<file path="config.mk">
export PLATFORM = sky130hd
export DESIGN_NAME = pdt_top
export DESIGN_NICKNAME = d
export VERILOG_FILES = /design/src/rtl/pdt_pkg.sv /design/src/rtl/pdt_prescaler.sv /design/src/rtl/pdt_counter.sv /design/src/rtl/pdt_ctrl.sv /design/src/rtl/pdt_top.sv
export SDC_FILE = /design/constraint.sdc
export NUM_CORES = 1
export LEC_CHECK = 0
export BUFFER_PORTS_ARGS = -buffer_cell sky130_fd_sc_hd__buf_4
export CAP_MARGIN = 10
export CORE_MARGIN = 4
export CORE_UTILIZATION = 59
export DETAILED_ROUTE_END_ITERATION = 8
export PLACE_DENSITY = 0.81
export SYNTH_ARGS = -nofsm -noshare
export SYNTH_HDL_FRONTEND = slang
export SYNTH_SLANG_ARGS = --single-unit
</file>
<file path="constraint.sdc">
create_clock -name clk -period 4.6 [get_ports clk]
set_clock_uncertainty 0.05 [all_clocks]
set_input_delay 0.92 -clock clk [delete_from_list [all_inputs] [get_ports clk]]
set_output_delay 0.92 -clock clk [all_outputs]
set_load 0.01 [all_outputs]
</file>
<file path="src/rtl/pdt_pkg.sv">
package pdt_pkg;
  typedef enum logic {
    MODE_REPEAT  = 1'b0,
    MODE_ONESHOT = 1'b1
  } tmr_mode_e;
endpackage

</file>
<file path="src/rtl/pdt_prescaler.sv">
module pdt_prescaler #(
  parameter int PRE_W = 14,
  parameter int SEL_W = 4
) (
  input  logic             clk,
  input  logic             rst,
  input  logic             run_i,
  input  logic [SEL_W-1:0] sel_i,
  output logic             tick_o
);
  localparam int TAPS = 1 << SEL_W;

  logic [PRE_W-1:0] pre_q;
  logic [TAPS-1:0]  tap;

  // Free-running while the timer runs, held at zero while stopped.
  always_ff @(posedge clk) begin
    if (rst || !run_i) pre_q <= '0;
    else               pre_q <= pre_q + 1'b1;
  end

  // One tap per select code: code k fires when the low k bits wrap.
  generate
    for (genvar k = 0; k < TAPS; k++) begin : g_tap
      if (k == 0) begin : g_div1
        assign tap[k] = 1'b1;
      end else if (k <= PRE_W) begin : g_divk
        assign tap[k] = &pre_q[k-1:0];
      end else begin : g_rsvd
        assign tap[k] = 1'b0;
      end
    end
  endgenerate

  assign tick_o = run_i & tap[sel_i];

  assert_reserved_no_tick_R3: assert property (@(posedge clk) disable iff (rst)
    (int'(sel_i) > PRE_W) |-> !tick_o);

  assert_ticks_spaced_R2: assert property (@(posedge clk) disable iff (rst)
    (tick_o && sel_i != '0) |=> !tick_o);
endmodule

</file>
<file path="src/rtl/pdt_counter.sv">
module pdt_counter #(
  parameter int CNT_W = 8
) (
  input  logic             clk,
  input  logic             rst,
  input  logic             tick_i,
  input  logic             preset_i,
  input  logic [CNT_W-1:0] reload_i,
  output logic [CNT_W-1:0] cnt_o,
  output logic             uf_o,
  output logic             uf_evt_o
);
  logic [CNT_W-1:0] cnt_q;
  logic             uf_q;

  // Preset wins over an underflow in the same cycle.
  assign uf_evt_o = tick_i && (cnt_q == '0) && !preset_i;

  always_ff @(posedge clk) begin
    if (rst) begin
      cnt_q <= '0;
      uf_q  <= 1'b0;
    end else begin
      uf_q <= uf_evt_o;
      if (preset_i)
        cnt_q <= reload_i;
      else if (tick_i)
        cnt_q <= (cnt_q == '0) ? reload_i : cnt_q - 1'b1;
    end
  end

  assign cnt_o = cnt_q;
  assign uf_o  = uf_q;

  assert_preset_loads_R7: assert property (@(posedge clk) disable iff (rst)
    (!$past(rst) && $past(preset_i)) |-> (cnt_q == $past(reload_i)));

  assert_preset_masks_uf_R8: assert property (@(posedge clk) disable iff (rst)
    (!$past(rst) && $past(preset_i)) |-> !uf_q);

  assert_uf_after_zero_R9: assert property (@(posedge clk) disable iff (rst)
    uf_q |-> ($past(tick_i) && $past(cnt_q) == '0 && cnt_q == $past(reload_i)));

  assert_idle_holds_R10: assert property (@(posedge clk) disable iff (rst)
    (!tick_i && !preset_i) |=> $stable(cnt_q));
endmodule

</file>
<file path="src/rtl/pdt_ctrl.sv">
module pdt_ctrl
  import pdt_pkg::*;
#(
  parameter int CNT_W = 8,
  parameter int SEL_W = 4
) (
  input  logic             clk,
  input  logic             rst,
  input  logic             div_wr_i,
  input  logic [SEL_W-1:0] div_wdata_i,
  input  logic             mode_wr_i,
  input  logic             mode_wdata_i,
  input  logic             reload_wr_i,
  input  logic [CNT_W-1:0] reload_wdata_i,
  input  logic             run_wr_i,
  input  logic             run_wdata_i,
  input  logic             uf_evt_i,
  output logic [SEL_W-1:0] sel_o,
  output tmr_mode_e        mode_o,
  output logic [CNT_W-1:0] reload_o,
  output logic             run_o
);
  logic [SEL_W-1:0] sel_q;
  tmr_mode_e        mode_q;
  logic [CNT_W-1:0] reload_q;
  logic             run_q;
  logic             auto_stop;

  assign auto_stop = uf_evt_i && (mode_q == MODE_ONESHOT);

  always_ff @(posedge clk) begin
    if (rst) begin
      sel_q    <= '0;
      mode_q   <= MODE_REPEAT;
      reload_q <= '0;
      run_q    <= 1'b0;
    end else begin
      if (div_wr_i && !run_q) sel_q <= div_wdata_i;
      if (mode_wr_i)          mode_q <= tmr_mode_e'(mode_wdata_i);
      if (reload_wr_i)        reload_q <= reload_wdata_i;
      if (run_wr_i)           run_q <= run_wdata_i;
      else if (auto_stop)     run_q <= 1'b0;
    end
  end

  assign sel_o    = sel_q;
  assign mode_o   = mode_q;
  assign reload_o = reload_q;
  assign run_o    = run_q;

  assert_div_frozen_R4: assert property (@(posedge clk) disable iff (rst)
    (run_q && div_wr_i) |=> $stable(sel_q));

  assert_oneshot_halts_R6: assert property (@(posedge clk) disable iff (rst)
    (uf_evt_i && mode_q == MODE_ONESHOT && !run_wr_i) |=> !run_q);

  assert_repeat_continues_R5: assert property (@(posedge clk) disable iff (rst)
    (uf_evt_i && mode_q == MODE_REPEAT && !run_wr_i) |=> run_q);
endmodule

</file>
<file path="src/rtl/pdt_top.sv">
module pdt_top
  import pdt_pkg::*;
#(
  parameter int CNT_W = 8,
  parameter int SEL_W = 4,
  parameter int PRE_W = 14
) (
  input  logic             clk,
  input  logic             rst,
  input  logic             div_wr,
  input  logic [SEL_W-1:0] div_wdata,
  input  logic             mode_wr,
  input  logic             mode_wdata,
  input  logic             reload_wr,
  input  logic [CNT_W-1:0] reload_wdata,
  input  logic             run_wr,
  input  logic             run_wdata,
  input  logic             preset,
  output logic [CNT_W-1:0] count_o,
  output logic             running_o,
  output logic [SEL_W-1:0] div_o,
  output logic             uf_o
);
  logic [SEL_W-1:0] sel;
  tmr_mode_e        mode;
  logic [CNT_W-1:0] reload;
  logic             run;
  logic             tick;
  logic             uf_evt;

  pdt_ctrl #(.CNT_W(CNT_W), .SEL_W(SEL_W)) u_ctrl (
    .clk(clk), .rst(rst),
    .div_wr_i(div_wr), .div_wdata_i(div_wdata),
    .mode_wr_i(mode_wr), .mode_wdata_i(mode_wdata),
    .reload_wr_i(reload_wr), .reload_wdata_i(reload_wdata),
    .run_wr_i(run_wr), .run_wdata_i(run_wdata),
    .uf_evt_i(uf_evt),
    .sel_o(sel), .mode_o(mode), .reload_o(reload), .run_o(run)
  );

  pdt_prescaler #(.PRE_W(PRE_W), .SEL_W(SEL_W)) u_pre (
    .clk(clk), .rst(rst), .run_i(run), .sel_i(sel), .tick_o(tick)
  );

  pdt_counter #(.CNT_W(CNT_W)) u_cnt (
    .clk(clk), .rst(rst), .tick_i(tick), .preset_i(preset),
    .reload_i(reload), .cnt_o(count_o), .uf_o(uf_o), .uf_evt_o(uf_evt)
  );

  assign running_o = run;
  assign div_o     = sel;

  assert_pulse_single_R9: assert property (@(posedge clk) disable iff (rst)
    (uf_o && div_o != '0) |=> !uf_o);
endmodule

</file>
* After elaboration in Yosys (flattened, before gate mapping)
Cells that the tools add are included.
W data, S select, Z words.
** Cells by class
- Reduce and logical (&&, ||, !) cells :: 23
- Mux-type cells :: 7
- Bitwise logic cells :: 1
- Magnitude comparators :: 1
- Add/sub/neg operators :: 2
** Operator list (count)
- $mux W8 :: 3
- $add A14 B1 Y14 const B :: 1
- $reduce_and A14 Y1 :: 1
- $reduce_and A13 Y1 :: 1
- $reduce_and A12 Y1 :: 1
- $reduce_and A11 Y1 :: 1
- $reduce_and A10 Y1 :: 1
- $reduce_and A9 Y1 :: 1
- $logic_not A8 Y1 :: 1
- $reduce_and A8 Y1 :: 1
- $sub A8 B1 Y8 const B :: 1
- $reduce_and A7 Y1 :: 1
- $reduce_and A6 Y1 :: 1
- $lt A4 B5 Y1 const B :: 1
- $reduce_and A5 Y1 :: 1
- $bmux W1 S4 :: 1
- $logic_and A1 B1 Y1 :: 4
- $reduce_and A4 Y1 :: 1
- $reduce_bool A2 Y1 :: 2
- $mux W1 :: 3
- $reduce_and A3 Y1 :: 1
- $logic_not A1 Y1 :: 2
- $reduce_and A2 Y1 :: 1
- $and A1 B1 Y1 :: 1
- $logic_or A1 B1 Y1 :: 1
** Storage, ports and cells
- Output and inout port bits :: 14
- Logic and storage cells :: 41
- Input port bits :: 21
- Register bits :: 37

* Depth between registers and ports, before layout
Gate-level depths: netlist (run 1).
- Depth in word-level cells :: 9
- Gate-level depth with buffers :: 9
- Mapped depth without buffers :: 9

* Modules after synthesis
A second synthesis (run 1) with hierarchy kept.
** Second synthesis, totals
- Cells, all modules :: 205
- Area total of the unflattened synthesis :: 1871.8 µm²
** Modules (own cells, without submodules)
- pdt_prescaler :: cells an instance 85, seq. area each 280.3 µm², times used 1, area each 747.0 µm²
- pdt_counter :: cells an instance 72, seq. area each 180.2 µm², times used 1, area each 621.8 µm²
- pdt_ctrl :: cells an instance 48, seq. area each 280.3 µm², times used 1, area each 503.0 µm²

* Worst setup path after synthesis (run 1)
No wires, ideal clock.
- Path type :: register -> register
- Start :: register u_pre.pre_q[0]
- End :: register u_cnt.cnt_q[6] (netlist: u_cnt.cnt_o[6])
- Path buffers :: 0
- Stages on the path, launching flop included :: 10
- Setup time :: 0.127 ns
- Data arrival time :: 1.892 ns
- Slack :: 2.532 ns
- Clock period less this slack :: 2.068 ns
- Required time :: 4.423 ns
- Path through :: dfxtp_1 -> ha_1 -> nand4_2 -> nor2_1 -> ha_1 -> a21oi_1 -> o31a_2 -> o221a_4 -> o311ai_2 -> o21ai_1
** On the way
- Cells in the longest elaborated chain, start to end :: 5
- Elaborated cells on any way between the ends :: 17
- Those cells by class :: 2 x mux; 1 x bitwise; 14 x reduce/logical
** RTL lines
- from (decl) :: line pdt_prescaler.sv:13 : logic [PRE_W-1:0] pre_q;
- from (signal assigned) :: line pdt_prescaler.sv:19 : else pre_q <= pre_q + 1'b1;
- $reduce_and A14 Y1, or another cell as far along :: line pdt_prescaler.sv:28 : assign tap[k] = &pre_q[k-1:0];
- $bmux W1 S4 * :: line pdt_prescaler.sv:35 : assign tick_o = run_i & tap[sel_i];
- $mux W1 (implied by the code) * :: line pdt_prescaler.sv:35
- $and A1 B1 Y1 * :: line pdt_prescaler.sv:35
- $reduce_bool A2 Y1 (no source line) *
- to (signal assigned) :: line pdt_counter.sv:26 : cnt_q <= reload_i;
- to (signal assigned) :: line pdt_counter.sv:28 : cnt_q <= (cnt_q == '0) ? reload_i : cnt_q - 1'b1;
- to (decl) :: line pdt_counter.sv:13 : logic [CNT_W-1:0] cnt_q;
Every way passes the cells marked *; elsewhere a longest branch is shown, timed or not. The select of a mux whose other input is x is not followed.
A chain may end at the register's enable or synchronous reset.

* Worst setup path in the final report (run 1)
- Start :: register u_pre.pre_q[0]
- End :: register u_cnt.cnt_q[3] (netlist: u_cnt.cnt_o[3])
Same word-level chain as after synthesis.

==> impl_metrics.yaml, run 1 <==
run_status:
  outcome: "finished, final reports clean"
layout:
  layout-drive-gt1-share_pct: 22.2
  nFillCells: 254
  layout_common_cells: "dfxtp_1 (37), buf_4 (34), nor2_1 (30)"
  area_growth_pct: 16.1
  final_common_cell: "dfxtp_1"
  stdcell_count: 292
  n_antenna_cell: 0
  layout.nets: 275
clock_network:
  cts_made_buffers: 5
  htree_levels: 2
  cts_buffer_depth: 2
  clk_pin_slew_ns: 0.12
  clkLatencyLatePin_ns: 0.35
  post_cts_resized: 0
  cts_sinks: 37
  postCtsHoldBufs: 0
  cts_tree: "yes"
  cts-root-buf: "clkbuf_4"
  cts_setup_buffers: 0
route:
  num_vias: 1768
  remaining_drc_errors: 0
  first_iter_violations: 159
  drtAntennaViolNets: 0
  via_per_inst: 6.05
  dr.pass1.iters: 4
  avgRoutedWirePerCell_um: 16.2
  drt-total-wl_um: 4720
power:
  p_total_mw: 0.716
  p_leak_nw: 0.937
  ir_drop_uv: 162
  powerDensity_nw_per_um2: 311
synth:
  synthFlopType: "dfxtp_1"
  synth.largest_area_cell: "dfxtp_1"
  netlist_instances: 216
  syn-cell-area_um2: 1980
  ys_types: 56
  syn_avg_cell_area_um2: 9.18
  ys_warn_count: 0
  synth_edf_count: 0
  synth-async-reset-ratio_pct: 0
  yosys-top-cells-area: "dfxtp_1 (37%), mux2i_1 (9.6%), nor2_1 (5.7%), ha_1 (3.8%), nand2_1 (2.3%)"
  synth_top_area_share_pct: 37.4
  ys_seq_area_share_pct: 37.4
  synth.net_count: 243
  ys_ff_latch: 37
floorplan:
  core.rowCount: 20
  fp.dieArea_um2: 4350
  ios: 35
  start_util_pct: 63.4
  die_width_um: 66.0
  die_h_um: 66.0
  core-area_um2: 3130
critical_path:
  worstSetupStartpointType: "flop"
  critPathTopFamily: "compound AO/OA/AOI/OAI gates"
  criticalPathCategory: "flop to flop"
  cp_num_buf_inv: 0
  crit_fanout: 6
  crit_chain: "ha_1 -> nand4_2 -> nor2_1 -> ha_1 -> a21oi_1 -> o31a_2 -> o221ai_4 -> a21oi_4 -> o32ai_1"
  slowest_stage: "dfxtp_1"
  regToRegEndpoint: "u_cnt.cnt_o[3]$_SDFFE_PP0P_"
  crit_required_ns: 4.81
  rr_worst_depth: 9
  r2r_start: "u_pre.pre_q[0]$_SDFF_PP0_"
  crit_path_frequent_cell: "ha_1"
  max_stage_delay_ns: 0.40
  endpoint_kind: "flop"
  ff2ff_setup_slack_ns: 2.29
  cp.arrival_ns: 2.52
sta:
  post-route-min-period_ns: 2.31
  setup_viol: 0
  worstMarginPinSlew_ns: 0.596
  period_share_pct: 50.2
  tns_ns: 0
  worst_hold_slack_ns: 0.420
  worst_slew_margin_rel_pct: 60.1
  drv_slew: 0
  finalHoldViolations: 0
  rsz0062_at_grt: "no"
  fmax_ghz: 0.433
min_path:
  hold_depth: 1
  min_to: "u_ctrl.run_o$_SDFFE_PP0P_"
  hp-start: "u_ctrl.mode_o$_SDFFE_PP0P_"
  hold_path_class: "flop to flop"
global_routing:
  grt_pass1_wl_um: 8050
  grtUsageTotal_pct: 23.9
  antenna_found_initial: 0
  grt.overflow.total: 0
  grt_max_degree: 26
  first_global_vias: 1729
place:
  dpl.cell_count: 285
  portBuffers: 34
  finalWeightedCongestion: 0.829
  dp.final_hpwl_um: 3500
job:
  max_cap_viol_count: 0
-- worst max-delay path by stage --
stage                                         start                          end  cells after the start
after global routing      u_pre.pre_q[0]$_SDFF_PP0_  u_cnt.cnt_o[3]$_SDFFE_PP0P_                      9
final                     u_pre.pre_q[0]$_SDFF_PP0_  u_cnt.cnt_o[3]$_SDFFE_PP0P_                      9
after floorplan           u_pre.pre_q[0]$_SDFF_PP0_  u_cnt.cnt_o[6]$_SDFFE_PP0P_                      9
after global placement    u_pre.pre_q[0]$_SDFF_PP0_  u_cnt.cnt_o[6]$_SDFFE_PP0P_                      9
after detailed placement  u_pre.pre_q[0]$_SDFF_PP0_  u_cnt.cnt_o[6]$_SDFFE_PP0P_                      9
after CTS                 u_pre.pre_q[0]$_SDFF_PP0_  u_cnt.cnt_o[6]$_SDFFE_PP0P_                      9
-- stage by stage --
stage / instance area [µm²] / utilization [%] / setup WS [ns]
6_report: 2300 / 73.6 / 2.29
5_1_grt: 2300 / 73.6 / 2.05
4_1_cts: 2300 / 73.6 / 2.30
3_5_place_dp: 2250 / 71.8 / 2.31
3_3_place_gp: 2250 / 71.8 / 2.44
2_1_floorplan: 1980 / - / 2.53
-- Yosys cell counts (2+ instances only) --
cell,n
buf_2,2
o21ai_0,3
and2_1,5
inv_1,9
nand3_1,8
nor2b_1,7
a21oi_1,4
o32ai_1,2
nand4_1,2
a31oi_1,3
dfxtp_1,37
nor4_1,2
nand2_1,12
o31ai_1,2
o211ai_1,4
xor2_1,5
nand2b_1,3
mux2i_1,19
nor2_1,30
xnor2_1,2
o21bai_1,2
nor3_1,4
nand3b_1,3
clkbuf_1,6
nor3b_1,2
or3_1,3
ha_1,6
-- power by group --
part | leakage (nW) | internal (mW) | switching (mW) | total, mW
Clock | 0.0314 | 0.0722 | 0.107 | 0.179
Sequential | 0.302 | 0.337 | 0.0244 | 0.361
Combinational | 0.604 | 0.0806 | 0.0954 | 0.176
Total | 0.937 | 0.490 | 0.227 | 0.716
-- worst reg2reg max path: stages (launching register included) --
cell and delay (ns):
dfxtp_1 0.40, ha_1 0.26, nand4_2 0.20, nor2_1 0.21, ha_1 0.18, a21oi_1 0.06
o31a_2 0.16, o221ai_4 0.30, a21oi_4 0.14, o32ai_1 0.28
-- kinds of logic after synthesis --
logic type	after synthesis	synth area share [%]
simple gates	89	23.9
compound gates	40	18.2
flops	37	37.4
mux	19	9.60
buf+inv	18	4.04
xor+xnor	7	3.09
fa+ha+maj	6	3.79
-- registers in the layout (all words and copies together) (netlist names) --
| signal | flops |
|---|---|
| u_pre.pre_q | 14 |
| u_cnt.cnt_o | 8 |
| u_ctrl.reload_o | 8 |
| u_ctrl.sel_o | 4 |
| u_cnt.uf_o | 1 |
| u_ctrl.mode_o | 1 |
| u_ctrl.run_o | 1 |
-- layout make-up --
type	count	area, µm²	share of cell area [%]
inverters	9	33.8	1.47
flip-flops and latches	37	741	32.2
repair buffers	34	255	11.1
clock buffers	7	55.1	2.39
multi-input cells	161	1160	50.5
well taps	44	55.1	2.39
-- routing by layer --
layer	global-route usage, %	wire length (µm)	vias up
met1	31.9	2160	850
met5	0	0	-
met4	5.33	31	0
li1	-	-	848
met2	38.2	2220	64
met3	6.80	304	6
Note: power is estimated with default switching activity, not from simulation.
==> run 2, diff against run 1 <==
- CORE_UTILIZATION: 59 -> 55
- PLACE_DENSITY: 0.81 -> 0.76
- clock period: 4.6 -> 2.2 ns (I/O delays scaled with it)
==> run 2 against run 1 <==
Non-clock buffer count up 7. Design area is 3.0% higher. Register-to-register slack worse by 2.2 ns. Sequential share of layout area down 0.90 points. Worst setup slack worse by 2.2 ns. Critical path type unchanged. Highest routed layer unchanged.
==> impl_metrics.yaml, run 2 (synthesized netlist as in run 1, its figures left out) <==
run_status:
  outcome: "finished, final reports clean"
critical_path:
  endpoint_kind: "flop"
  crit_fanout: 6
  cp_num_buf_inv: 0
  crit_chain: "ha_2 -> nand4_4 -> nor2_2 -> ha_1 -> a21oi_1 -> o31a_2 -> o221a_4 -> o311ai_2 -> o21ai_1"
  worstSetupStartpointType: "flop"
  slowest_stage: "dfxtp_1"
  max_stage_delay_ns: 0.37
  critPathTopFamily: "compound AO/OA/AOI/OAI gates"
  cp_num_cells: 9
  cp.arrival_ns: 2.31
  criticalPathCategory: "flop to flop"
  rr_worst_depth: 9
  ff2ff_setup_slack_ns: 0.07
  crit_required_ns: 2.38
layout:
  layout.nets: 282
  regArea_um2: 742
  largest_register_ff_count: 14
  largest-register: "u_pre.pre_q"
  multi_input_area_um2: 1170
  final_core_util_pct: 69.4
  nFillCells: 291
  final_common_cell: "buf_4"
  final_cell_area_um2: 2370
  layout_common_cells: "buf_4 (41), dfxtp_1 (36), nor2_1 (29)"
  n_antenna_cell: 0
  area_growth_pct: 19.6
  stdcell_count: 302
  layout-drive-gt1-share_pct: 26.2
sta:
  setup_viol: 0
  fmax_ghz: 0.470
  drv_slew: 0
  setup_ws_ns: 0.0731
  worstMarginPinSlew_ns: 0.479
  period_share_pct: 96.7
  finalHoldViolations: 0
  tns_ns: 0
  worst_hold_slack_ns: 0.275
  post-route-min-period_ns: 2.13
  worst_slew_margin_rel_pct: 67.8
route:
  avgRoutedWirePerCell_um: 14.1
  remaining_drc_errors: 0
  via_per_inst: 5.61
  dr.pass1.iters: 4
  first_iter_violations: 96
  num_vias: 1694
  drt-total-wl_um: 4250
  drtAntennaViolNets: 0
clock_network:
  cts_sinks: 37
  clk_pin_slew_ns: 0.12
  cts_tree: "yes"
  cts_buffer_depth: 2
  cts_made_buffers: 5
  cts-root-buf: "clkbuf_4"
  postCtsHoldBufs: 0
  clkLatencyLatePin_ns: 0.34
  htree_levels: 2
global_routing:
  grt.overflow.total: 0
  grt_max_degree: 26
  grtUsageTotal_pct: 20.8
  antenna_found_initial: 0
  grt_pass1_wl_um: 7340
  first_global_vias: 1612
place:
  portBuffers: 34
  dp_worst_setup_slack_ns: 0.0616
  dpl.cell_count: 293
  finalWeightedCongestion: 0.873
  placed_area_um2: 2290
  dp.final_hpwl_um: 3220
floorplan:
  ios: 35
  die_h_um: 68.0
  fp.dieArea_um2: 4630
  die_width_um: 68.0
  start_util_pct: 58.0
  core.rowCount: 21
  core-area_um2: 3420
power:
  p_leak_nw: 0.977
  p_total_mw: 1.47
  ir_drop_uv: 437
  powerDensity_nw_per_um2: 619
job:
  max_cap_viol_count: 0
min_path:
  hold_depth: 3
  hold_path_class: "input pin to flop"
==> run 2: area by class of cell <==
class | instances | share of cell area, %
repair buffers | 41 | 13.0
inverters | 9 | 1.42
flip-flops and latches | 37 | 31.3
clock inverters | 3 | 0.739
clock buffers | 5 | 1.58
multi-input cells | 161 | 49.6
well taps | 46 | 2.43
==> run 2: power breakdown <==
| part | internal [mW] | switching [mW] | total, mW |
|---|---|---|---|
| Combinational | 0.178 | 0.195 | 0.373 |
| Sequential | 0.704 | 0.0460 | 0.750 |
| Clock | 0.120 | 0.225 | 0.346 |
==> run 2: final timing paths <==
check,start,to
hold reg to reg,u_ctrl.mode_o$_SDFFE_PP0P_,u_ctrl.run_o$_SDFFE_PP0P_
hold / removal,reload_wdata[1],u_ctrl.reload_o[1]$_SDFFE_PP0P_
setup reg to reg,u_pre.pre_q[0]$_SDFF_PP0_,u_cnt.cnt_o[6]$_SDFFE_PP0P_
setup / recovery,u_pre.pre_q[0]$_SDFF_PP0_,u_cnt.cnt_o[6]$_SDFFE_PP0P_
==> run 2: worst reg2reg max path, cell delays in order, from the launching register on <==
cell and delay [ns]:
dfxtp_1 0.37, ha_2 0.23, nand4_4 0.14, nor2_2 0.16, ha_1 0.16, a21oi_1 0.06, o31a_2 0.16, o221a_4 0.33
o311ai_2 0.27, o21ai_1 0.10
==> run 2: what timing repair did <==
item / in CTS / in global routing
resized for setup: 0 / 4
buffers inserted: 0 / 1
setup endpoints to repair: 0 / 10
==> run 2: routing by layer <==
metal  share of wire, %  routed length, µm  vias up  global-route usage [%]
li1                   -                  -      856                       -
met5                  0                  0        -                       0
met4                1.1                 46        0                    6.95
met2                 43               1820       53                    30.4
met1                 49               2070      780                    29.8
met3                7.2                308        5                    4.93
==> run 3, diff against run 2 <==
- CORE_UTILIZATION: 55 -> 50
- GPL_TIMING_DRIVEN: default -> 0
- HOLD_SLACK_MARGIN: default -> 0.12
- PLACE_DENSITY: 0.76 -> 0.72
- clock period: 2.2 -> 1.9 ns (I/O delays scaled with it)
==> run 3 against run 2 <==
The flow now finishes with violations (setup timing). Maximum frequency up 7.7%. Clock power up 55%. Worst setup slack worse by 0.15 ns. First-iteration DRC count up 28%. Global-route usage down 1.7 points. Combinational power up 36%. Wire length up 7.8%. Clock-buffer cell count up 2. Utilization up 1.1 points. Total power up 30%. Cell count up 4.6%.
==> impl_metrics.yaml, run 3 (synthesized netlist as in run 1, its figures left out) <==
place:
  dp_worst_setup_slack_ns: -0.155
  dp.final_hpwl_um: 3240
  portBuffers: 31
  finalWeightedCongestion: 0.852
layout:
  final_core_util_pct: 70.5
  final_common_cell: "buf_4"
  area_growth_pct: 33.1
  largest-register: "u_pre.pre_q"
  n_antenna_cell: 0
  layout.nets: 294
  layout-drive-gt1-share_pct: 34.7
  nFillCells: 316
  layout_common_cells: "buf_4 (42), nor2_1 (29), dfxtp_1 (28)"
  largest_register_ff_count: 14
route:
  via_per_inst: 5.59
  avgRoutedWirePerCell_um: 14.5
  first_iter_violations: 123
  num_vias: 1768
  drtAntennaViolNets: 0
  drt-total-wl_um: 4580
  dr.pass1.iters: 4
  remaining_drc_errors: 0
critical_path:
  criticalPathCategory: "flop to flop"
  critPathTopFamily: "compound AO/OA/AOI/OAI gates"
  cp_num_cells: 6
  r2r_start: "u_pre.pre_q[1]$_SDFF_PP0_"
  crit_chain: "ha_4 -> nand4_4 -> o41a_1 -> o221a_4 -> o311ai_4 -> o21ai_1"
  cp-endpoint: "u_cnt.cnt_o[6]$_SDFFE_PP0P_"
  crit_required_ns: 2.02
  regToRegEndpoint: "u_cnt.cnt_o[6]$_SDFFE_PP0P_"
  crit_fanout: 6
  worstSetupStartpointType: "flop"
  max_stage_delay_ns: 0.42
  cp-startpoint: "u_pre.pre_q[1]$_SDFF_PP0_"
  ff2ff_setup_slack_ns: -0.07
  endpoint_kind: "flop"
  cp_num_buf_inv: 0
  slowest_stage: "o41a_1"
  rr_worst_depth: 6
  cp.arrival_ns: 2.10
floorplan:
  core.rowCount: 22
  die_h_um: 71.0
  start_util_pct: 52.9
  ios: 35
  core-area_um2: 3740
  fp.dieArea_um2: 5040
  die_width_um: 71.0
global_routing:
  grt_max_degree: 12
  grtUsageTotal_pct: 19.1
  antenna_found_initial: 0
  grt_pass1_wl_um: 7800
  grt.overflow.total: 0
  first_global_vias: 1694
sta:
  setup_ws_ns: -0.0750
  setup_viol: 7
  worst_hold_slack_ns: 0.273
  period_share_pct: 104
  worst_slew_margin_rel_pct: 59.1
  post-route-min-period_ns: 1.97
  finalHoldViolations: 0
  worstMarginPinSlew_ns: 0.612
  fmax_ghz: 0.506
  tns_ns: -0.281
  rsz0062_at_grt: "yes"
  drv_slew: 0
min_path:
  hold_path_class: "input pin to flop"
run_status:
  outcome: "complete, but fails checks"
  violations: "setup timing"
clock_network:
  postCtsHoldBufs: 0
  cts_tree: "yes"
  cts-root-buf: "clkbuf_8"
  cts_sinks: 37
  cts_made_buffers: 5
  clk_pin_slew_ns: 0.07
  htree_levels: 2
  cts_buffer_depth: 2
  clkLatencyLatePin_ns: 0.29
power:
  ir_drop_uv: 469
  powerDensity_nw_per_um2: 726
  p_leak_nw: 1.04
  p_total_mw: 1.91
job:
  max_cap_viol_count: 0
run 3: per-layer routing:
layer | part of all wire, % | track usage [%] | vias to the layer above
met5 | 0 | 0 | -
met4 | 0.74 | 4.80 | 0
met3 | 5.6 | 5.26 | 5
met2 | 45 | 29.6 | 55
met1 | 49 | 26.4 | 824
li1 | - | - | 884
run 3: worst reg2reg max path: stages (launching register included):
cell and delay (ns):
dfxtp_2 0.35, ha_4 0.18, nand4_4 0.13, o41a_1 0.43
o221a_4 0.37, o311ai_4 0.26, o21ai_1 0.10
run 3: worst min-delay path by stage:
stage,start,endpoint,depth (start not counted)
2_1_floorplan,u_ctrl.mode_o$_SDFFE_PP0P_,u_ctrl.run_o$_SDFFE_PP0P_,1
3_3_place_gp,u_ctrl.mode_o$_SDFFE_PP0P_,u_ctrl.run_o$_SDFFE_PP0P_,1
3_5_place_dp,u_ctrl.mode_o$_SDFFE_PP0P_,u_ctrl.run_o$_SDFFE_PP0P_,1
4_1_cts,reload_wdata[7],u_ctrl.reload_o[7]$_SDFFE_PP0P_,3
5_1_grt,reload_wdata[3],u_ctrl.reload_o[3]$_SDFFE_PP0P_,3
6_report,reload_wdata[7],u_ctrl.reload_o[7]$_SDFFE_PP0P_,3
run 3: metrics by stage:
step	cell area [µm²]	std cells
3_3_place_gp	2310	295
4_1_cts	2520	310
5_1_grt	2640	316
3_5_place_dp	2310	295
2_1_floorplan	2010	216
6_report	2640	316
run 3: what timing repair did:
action / in CTS / in global routing
endpoints found under the setup margin: 10 / 10
gates resized for setup: 16 / 17
buffers inserted: 7 / 6
pin swaps: 15 / 11
run 3: area by class of cell:
| cell class | count | area [µm²] | area share, % |
|---|---|---|---|
| Buffer | 9 | 48.8 | 1.85 |
| Clock buffer | 7 | 76.3 | 2.89 |
| Clock inverter | 1 | 7.51 | 0.284 |
| Inverter | 9 | 33.8 | 1.28 |
| Multi-Input combinational cell | 161 | 1310 | 49.5 |
| Sequential cell | 37 | 754 | 28.6 |
| Tap cell | 48 | 60.1 | 2.28 |
| Timing Repair Buffer | 44 | 350 | 13.3 |
run 3: report_power, final:
| group | total (mW) | internal [mW] | leakage (nW) | switching (mW) |
|---|---|---|---|---|
| Sequential | 0.872 | 0.815 | 0.306 | 0.0569 |
| Combinational | 0.506 | 0.245 | 0.695 | 0.261 |
| Clock | 0.537 | 0.260 | 0.0385 | 0.278 |
| Total | 1.91 | 1.32 | 1.04 | 0.596 |
